`src/rtl/sdcmd_pkg.sv`:
```
package sdcmd_pkg;

    localparam int          FRAME_LEN   = 6;
    localparam logic [7:0]  FILL_BYTE   = 8'hFF;
    localparam logic [7:0]  CRC_PLAIN   = 8'h95;
    localparam logic [7:0]  CRC_IFCOND  = 8'h87;
    localparam logic [5:0]  IFCOND_IDX  = 6'd8;
    localparam logic [1:0]  START_BITS  = 2'b01;

    typedef enum logic [2:0] {
        PH_IDLE,
        PH_FRAME,
        PH_POLL,
        PH_EXT,
        PH_TAIL
    } phase_t;

    typedef struct packed {
        logic [5:0]  index;
        logic [31:0] arg;
        logic        want_ext;
        logic        keep_sel;
    } cmd_req_t;

    function automatic logic [7:0] pick_crc(input logic [5:0] index);
        return (index == IFCOND_IDX) ? CRC_IFCOND : CRC_PLAIN;
    endfunction

    function automatic logic [7:0] frame_byte(input cmd_req_t r, input logic [2:0] pos);
        logic [7:0] b;
        case (pos)
            3'd0:    b = {START_BITS, r.index};
            3'd1:    b = r.arg[31:24];
            3'd2:    b = r.arg[23:16];
            3'd3:    b = r.arg[15:8];
            3'd4:    b = r.arg[7:0];
            3'd5:    b = pick_crc(r.index);
            default: b = FILL_BYTE;
        endcase
        return b;
    endfunction

endpackage

```
`src/rtl/sdspi_frame_mux.sv`:
```
module sdspi_frame_mux
    import sdcmd_pkg::*;
(
    input  cmd_req_t   req,
    input  logic [2:0] pos,
    output logic [7:0] byte_out
);
    always_comb byte_out = frame_byte(req, pos);
endmodule

```
`src/rtl/sdspi_poll_count.sv`:
```
module sdspi_poll_count #(
    parameter int LIMIT = 5000,
    localparam int CW = $clog2(LIMIT + 1)
) (
    input  logic          clk,
    input  logic          rst,
    input  logic          clear,
    input  logic          step,
    output logic [CW-1:0] count,
    output logic          last
);
    always_ff @(posedge clk) begin
        if (rst || clear)
            count <= '0;
        else if (step && count != CW'(LIMIT))
            count <= count + 1'b1;
    end

    assign last = (count == CW'(LIMIT - 1));
endmodule

```
`src/rtl/sdspi_ext_shift.sv`:
```
module sdspi_ext_shift #(
    parameter int NBYTES = 4,
    localparam int W = 8 * NBYTES
) (
    input  logic         clk,
    input  logic         rst,
    input  logic         clear,
    input  logic         step,
    input  logic [7:0]   din,
    output logic [W-1:0] word
);
    always_ff @(posedge clk) begin
        if (rst || clear)
            word <= '0;
        else if (step)
            word <= {word[W-9:0], din};
    end
endmodule

```
`src/rtl/sdspi_cmd_unit.sv`:
```
module sdspi_cmd_unit
    import sdcmd_pkg::*;
#(
    parameter int POLL_LIMIT = 5000,
    parameter int EXT_BYTES  = 4,
    localparam int PCW = $clog2(POLL_LIMIT + 1)
) (
    input  logic                   clk,
    input  logic                   rst,
    input  logic                   req_valid,
    input  logic [5:0]             req_index,
    input  logic [31:0]            req_arg,
    input  logic                   req_ext,
    input  logic                   req_keep,
    output logic                   busy,
    output logic                   xfer_start,
    output logic [7:0]             xfer_tx,
    input  logic                   xfer_done,
    input  logic [7:0]             xfer_rx,
    output logic                   cs_n,
    output logic                   done,
    output logic [7:0]             resp_r1,
    output logic [8*EXT_BYTES-1:0] resp_ext,
    output logic                   timed_out
);
    phase_t     phase;
    cmd_req_t   req_q;
    logic [2:0] pos_q;
    logic       pend_q, start_q, cs_q, done_q, to_q;
    logic [7:0] tx_q, r1_q;
    logic [7:0] frame_out;
    logic [PCW-1:0] poll_cnt;
    logic       poll_last;
    logic       accept, handshake, poll_step, ext_step, reply_seen;

    assign accept     = (phase == PH_IDLE) && req_valid;
    assign handshake  = (phase != PH_IDLE) && pend_q && xfer_done;
    assign poll_step  = handshake && (phase == PH_POLL);
    assign ext_step   = handshake && (phase == PH_EXT);
    assign reply_seen = !xfer_rx[7];

    sdspi_frame_mux u_frame (
        .req      (req_q),
        .pos      (pos_q),
        .byte_out (frame_out)
    );

    sdspi_poll_count #(.LIMIT(POLL_LIMIT)) u_poll (
        .clk   (clk),
        .rst   (rst),
        .clear (accept),
        .step  (poll_step),
        .count (poll_cnt),
        .last  (poll_last)
    );

    sdspi_ext_shift #(.NBYTES(EXT_BYTES)) u_ext (
        .clk   (clk),
        .rst   (rst),
        .clear (accept),
        .step  (ext_step),
        .din   (xfer_rx),
        .word  (resp_ext)
    );

    always_ff @(posedge clk) begin
        if (rst) begin
            phase   <= PH_IDLE;
            req_q   <= '0;
            pos_q   <= '0;
            pend_q  <= 1'b0;
            start_q <= 1'b0;
            tx_q    <= FILL_BYTE;
            cs_q    <= 1'b1;
            done_q  <= 1'b0;
            to_q    <= 1'b0;
            r1_q    <= FILL_BYTE;
        end else begin
            start_q <= 1'b0;
            done_q  <= 1'b0;
            if (phase == PH_IDLE) begin
                if (req_valid) begin
                    req_q <= '{index: req_index, arg: req_arg,
                               want_ext: req_ext, keep_sel: req_keep};
                    cs_q  <= 1'b0;
                    to_q  <= 1'b0;
                    pos_q <= '0;
                    phase <= PH_FRAME;
                end
            end else if (!pend_q) begin
                start_q <= 1'b1;
                pend_q  <= 1'b1;
                tx_q    <= (phase == PH_FRAME) ? frame_out : FILL_BYTE;
            end else if (xfer_done) begin
                pend_q <= 1'b0;
                case (phase)
                    PH_FRAME: begin
                        if (pos_q == 3'(FRAME_LEN - 1)) phase <= PH_POLL;
                        else                            pos_q <= pos_q + 1'b1;
                    end
                    PH_POLL: begin
                        if (reply_seen) begin
                            r1_q <= xfer_rx;
                            if (req_q.want_ext) begin
                                pos_q <= '0;
                                phase <= PH_EXT;
                            end else if (req_q.keep_sel) begin
                                done_q <= 1'b1;
                                phase  <= PH_IDLE;
                            end else begin
                                cs_q  <= 1'b1;
                                phase <= PH_TAIL;
                            end
                        end else if (poll_last) begin
                            r1_q  <= xfer_rx;
                            to_q  <= 1'b1;
                            cs_q  <= 1'b1;
                            phase <= PH_TAIL;
                        end
                    end
                    PH_EXT: begin
                        if (pos_q == 3'(EXT_BYTES - 1)) begin
                            if (req_q.keep_sel) begin
                                done_q <= 1'b1;
                                phase  <= PH_IDLE;
                            end else begin
                                cs_q  <= 1'b1;
                                phase <= PH_TAIL;
                            end
                        end else begin
                            pos_q <= pos_q + 1'b1;
                        end
                    end
                    PH_TAIL: begin
                        done_q <= 1'b1;
                        phase  <= PH_IDLE;
                    end
                    default: phase <= PH_IDLE;
                endcase
            end
        end
    end

    assign busy       = (phase != PH_IDLE);
    assign xfer_start = start_q;
    assign xfer_tx    = tx_q;
    assign cs_n       = cs_q;
    assign done       = done_q;
    assign resp_r1    = r1_q;
    assign timed_out  = to_q;

endmodule

```
`config.mk`:
```
export PLATFORM = sky130hd
export DESIGN_NAME = sdspi_cmd_unit
export DESIGN_NICKNAME = d
export VERILOG_FILES = /design/src/rtl/sdcmd_pkg.sv /design/src/rtl/sdspi_frame_mux.sv /design/src/rtl/sdspi_poll_count.sv /design/src/rtl/sdspi_ext_shift.sv /design/src/rtl/sdspi_cmd_unit.sv
export SDC_FILE = /design/constraint.sdc
export NUM_CORES = 1
export LEC_CHECK = 0
export ABC_AREA = 1
export CORE_UTILIZATION = 52
export CTS_CLUSTER_SIZE = 16
export DETAILED_ROUTE_END_ITERATION = 10
export PLACE_DENSITY = 0.8
export SYNTH_ARGS = -nofsm -noshare
export SYNTH_HDL_FRONTEND = slang
export SYNTH_HIERARCHICAL = 1
export SYNTH_SLANG_ARGS = --single-unit
```
`constraint.sdc`:
```
create_clock -name clk -period 2 [get_ports clk]
set_clock_uncertainty 0.05 [all_clocks]
set_input_delay 0.4 -clock clk [delete_from_list [all_inputs] [get_ports clk]]
set_output_delay 0.4 -clock clk [all_outputs]
set_load 0.03 [all_outputs]
```
==> impl_metrics.env <==
export IMPL_status="complete, no violations"
export IMPL_dr_first_iter_drc_count=277
export IMPL_detailed_place_hpwl_um=9260
export IMPL_worstMarginPinSlew_ps=502
export IMPL_fp_dieH_um=105
export IMPL_drive_gt1_share_pct=11.5
export IMPL_port_buffer_count=104
export IMPL_async_flop_share_pct=0
export IMPL_wire_per_inst_um=11.6
export IMPL_diodes=0
export IMPL_grt_ovfl_total=0
export IMPL_p_leak_nw=2.81
export IMPL_synthMuxAreaShare_pct=0
export IMPL_post_cts_buffers=0
export IMPL_syn2layout_area_growth_pct=25.9
export IMPL_core_area_mm2=0.0103
export IMPL_layout_common_cells="nand2_1, dfxtp_1, nor2_1, clkdlybuf4s50_1, inv_1"
export IMPL_grtUsageTotal_pct=23.9
export IMPL_r2r_cells=11
export IMPL_layout_commonest_cell="nand2_1"
export IMPL_synth_xor_area_share_pct=0.798
export IMPL_synthSimpleGateAreaFrac_pct=38.8
export IMPL_reg2reg_to="phase[1]"
export IMPL_clk_pin_slew_ps=110
export IMPL_netlist_area_leader_share_pct=40.9
export IMPL_seq_area_frac_synth_pct=40.9
export IMPL_num_rows=37
export IMPL_ys_types=31
export IMPL_path_cells="clkdlybuf4s50_1"
export IMPL_syn_inst=828
export IMPL_ant_nets=0
export IMPL_cts_tree="built"
export IMPL_worst_setup_path_type="reg -> out"
export IMPL_finalPower_w=0.00733
export IMPL_synth_top_family_by_area="simple AND/OR/NAND/NOR gates"
export IMPL_synth_area_leaders="dfxtp_1, nand2_1, nor2_1, a21oi_1, inv_1"
export IMPL_critPathRequiredTime_ps=1550
export IMPL_power_internal_w=0.00420
export IMPL_cts_htree_levels=3
export IMPL_finish_utilization_pct=67.2
export IMPL_grt_pass1_wl_um=21300
export IMPL_arrival_ps=1460
export IMPL_synth_largest_area_cell="dfxtp_1"
export IMPL_cts_buffers=9
export IMPL_p_sw_share_pct=42.7
export IMPL_multi_input_comb_area_mm2=0.00267
export IMPL_fp_dieW_um=105
export IMPL_p_switching_w=0.00313
export IMPL_via_per_inst=4.84
export IMPL_rsz0062_at_grt="no"
export IMPL_grt_max_degree=40
export IMPL_crit_fanout=2
export IMPL_synth_ff_type="dfxtp_1"
export IMPL_r2r_start="u_poll/count[10]"
export IMPL_fmax_mhz=522
export IMPL_crit_path_end_kind="output port"
export IMPL_clockBufferDepth=2
export IMPL_antenna_found_initial=0
export IMPL_finalHoldViolCount=0
export IMPL_synth_edf_count=0
export IMPL_clock_power_share_pct=18.4
export IMPL_cp_top_family="buffers and inverters"
export IMPL_layout_nets=997
export IMPL_combPwrFrac_pct=43.5
export IMPL_critPathBufInv=1
export IMPL_hold_class="in -> reg"
export IMPL_cts_hold_buf=0
export IMPL_fin_tns_setup_ps=0
export IMPL_start_util_pct=53.4
export IMPL_cts_root_buf="clkbuf_8"
export IMPL_grt_pass1_vias=4776
export IMPL_synth_area_mm2=0.00549
export IMPL_crit_path_start_kind="flip-flop"
export IMPL_crit_path_top_delay_cell="clkdlybuf4s50_1"
export IMPL_layout_area_seq_mm2=0.00224
export IMPL_slew_headroom_pct=66.5
export IMPL_hp_start="rst"
export IMPL_cpPeakStageDelay_ps=690
export IMPL_min_path_cells=2
export IMPL_drv_slew=0
export IMPL_avgSynthCellArea_um2=6.63
export IMPL_fin_crit_ps=1910
export IMPL_p_per_area_mw_per_mm2=1060
export IMPL_gp_congestion=0.896
export IMPL_synth_compound_area_share_pct=7.80
export IMPL_worst_ir_drop_vdd_v=0.000526
export IMPL_drv_cap=0
export IMPL_setup_viol=0
export IMPL_io_pins=105
export IMPL_drc=0
export IMPL_fillers=928
export IMPL_wl_um=12500
export IMPL_first_pass_iters=5
export IMPL_clock_sinks=112
export IMPL_pre_cts_slack_ps=41.5
export IMPL_die_area_mm2=0.0110
export IMPL_clkLatencyLatePin_ps=380
export IMPL_worst_slack_ps=85.9
export IMPL_rrSetupSlack_ps=250
export IMPL_synth_warnings=6
export IMPL_syn_nets=885
export IMPL_vias=5234
export IMPL_pwr_share_seq_pct=38.1
export IMPL_synth_adder_area_share_pct=1.14
export IMPL_synth_seq_cells=112
export IMPL_min_to="req_q[28]"
export IMPL_finalCritPeriodShare_pct=95.7
## routing by layer
metal  part of all wire (%)  up-vias  global-route usage, %
met5                      0        -                      0
met4                    2.0        0                   8.75
met3                    4.8       19                   3.93
met2                     48      164                   40.6
met1                     46     2298                   30.4
li1                       -     2753                      -
## sequential cells by signal (all words and copies together), names as in the netlist
register and cells:
resp_r1 8, done 1, req_q 40, u_ext/word 32
pos_q 3, xfer_tx 8, pend_q 1, timed_out 1
xfer_start 1, cs_n 1, phase 3, u_poll/count 13
## power groups by stage
stage,registers [W],clock network (W),logic (W)
floorplan,0.00296,0,0.00215
global placement,0.00284,0,0.00315
detailed placement,0.00284,0,0.00319
CTS,0.00279,0.00138,0.00319
global route,0.00283,0.00148,0.00360
finish,0.00279,0.00135,0.00319
## stage by stage
| step | cell area (um2) | std cells | hold slack, ps |
|---|---|---|---|
| 2_1_floorplan | 5490 | 828 | 394 |
| 3_3_place_gp | 6710 | 1065 | 383 |
| 3_5_place_dp | 6710 | 1065 | 391 |
| 4_1_cts | 6910 | 1081 | 283 |
| 5_1_grt | 6910 | 1081 | 285 |
| 6_report | 6910 | 1081 | 291 |
## synthesized netlist by cell type, types with 2 or more instances
| master | n |
|---|---|
| a21oi_1 | 64 |
| o21ai_0 | 19 |
| inv_2 | 7 |
| inv_1 | 78 |
| nor2_2 | 36 |
| nand2_1 | 295 |
| dfxtp_1 | 112 |
| buf_4 | 2 |
| or2_2 | 2 |
| nor2_1 | 107 |
| nor2_4 | 3 |
| nand3_1 | 39 |
| nand4_1 | 5 |
| ha_1 | 5 |
| nand2_2 | 6 |
| buf_2 | 9 |
| xor2_1 | 5 |
| clkinv_1 | 2 |
| clkbuf_1 | 6 |
| buf_6 | 14 |
| nand2_4 | 2 |
## how the worst max path moves through the flow
stage / from / endpoint / cells after the start
2_1_floorplan: phase[2] / u_poll/count[10] / 9
3_3_place_gp: req_valid / req_q[24] / 6
3_5_place_dp: xfer_done / u_poll/count[7] / 8
4_1_cts: u_ext/word[15] / resp_ext[15] / 1
5_1_grt: u_poll/count[10] / phase[2] / 11
6_report: xfer_tx[2] / xfer_tx[2] / 1
## what timing repair did
action	4_1_cts	5_1_grt
pin swaps	0	1
setup endpoints to repair	1	3
resized for setup	1	1
## kinds of logic (layout without fill, tap and decap cells)
group                      Yosys count  after routing
AOI/OAI and AO/OA                   85             85
xor gates and xnor gates             5              5
adders and majority gates            5              5
buffers and inverters              121            238
DFF                                112            112
and+or+nand+nor                    500            500
## area by class of cell
type,instances,share of cell area [%]
clock buffers,9,1.79
repair buffers,133,18.7
flip-flops and latches,112,32.5
multi-input cells,595,38.7
well taps,136,2.46
inverters,89,4.89
clock inverters,7,1.05
No activity file was read; power rests on OpenSTA's default activity.
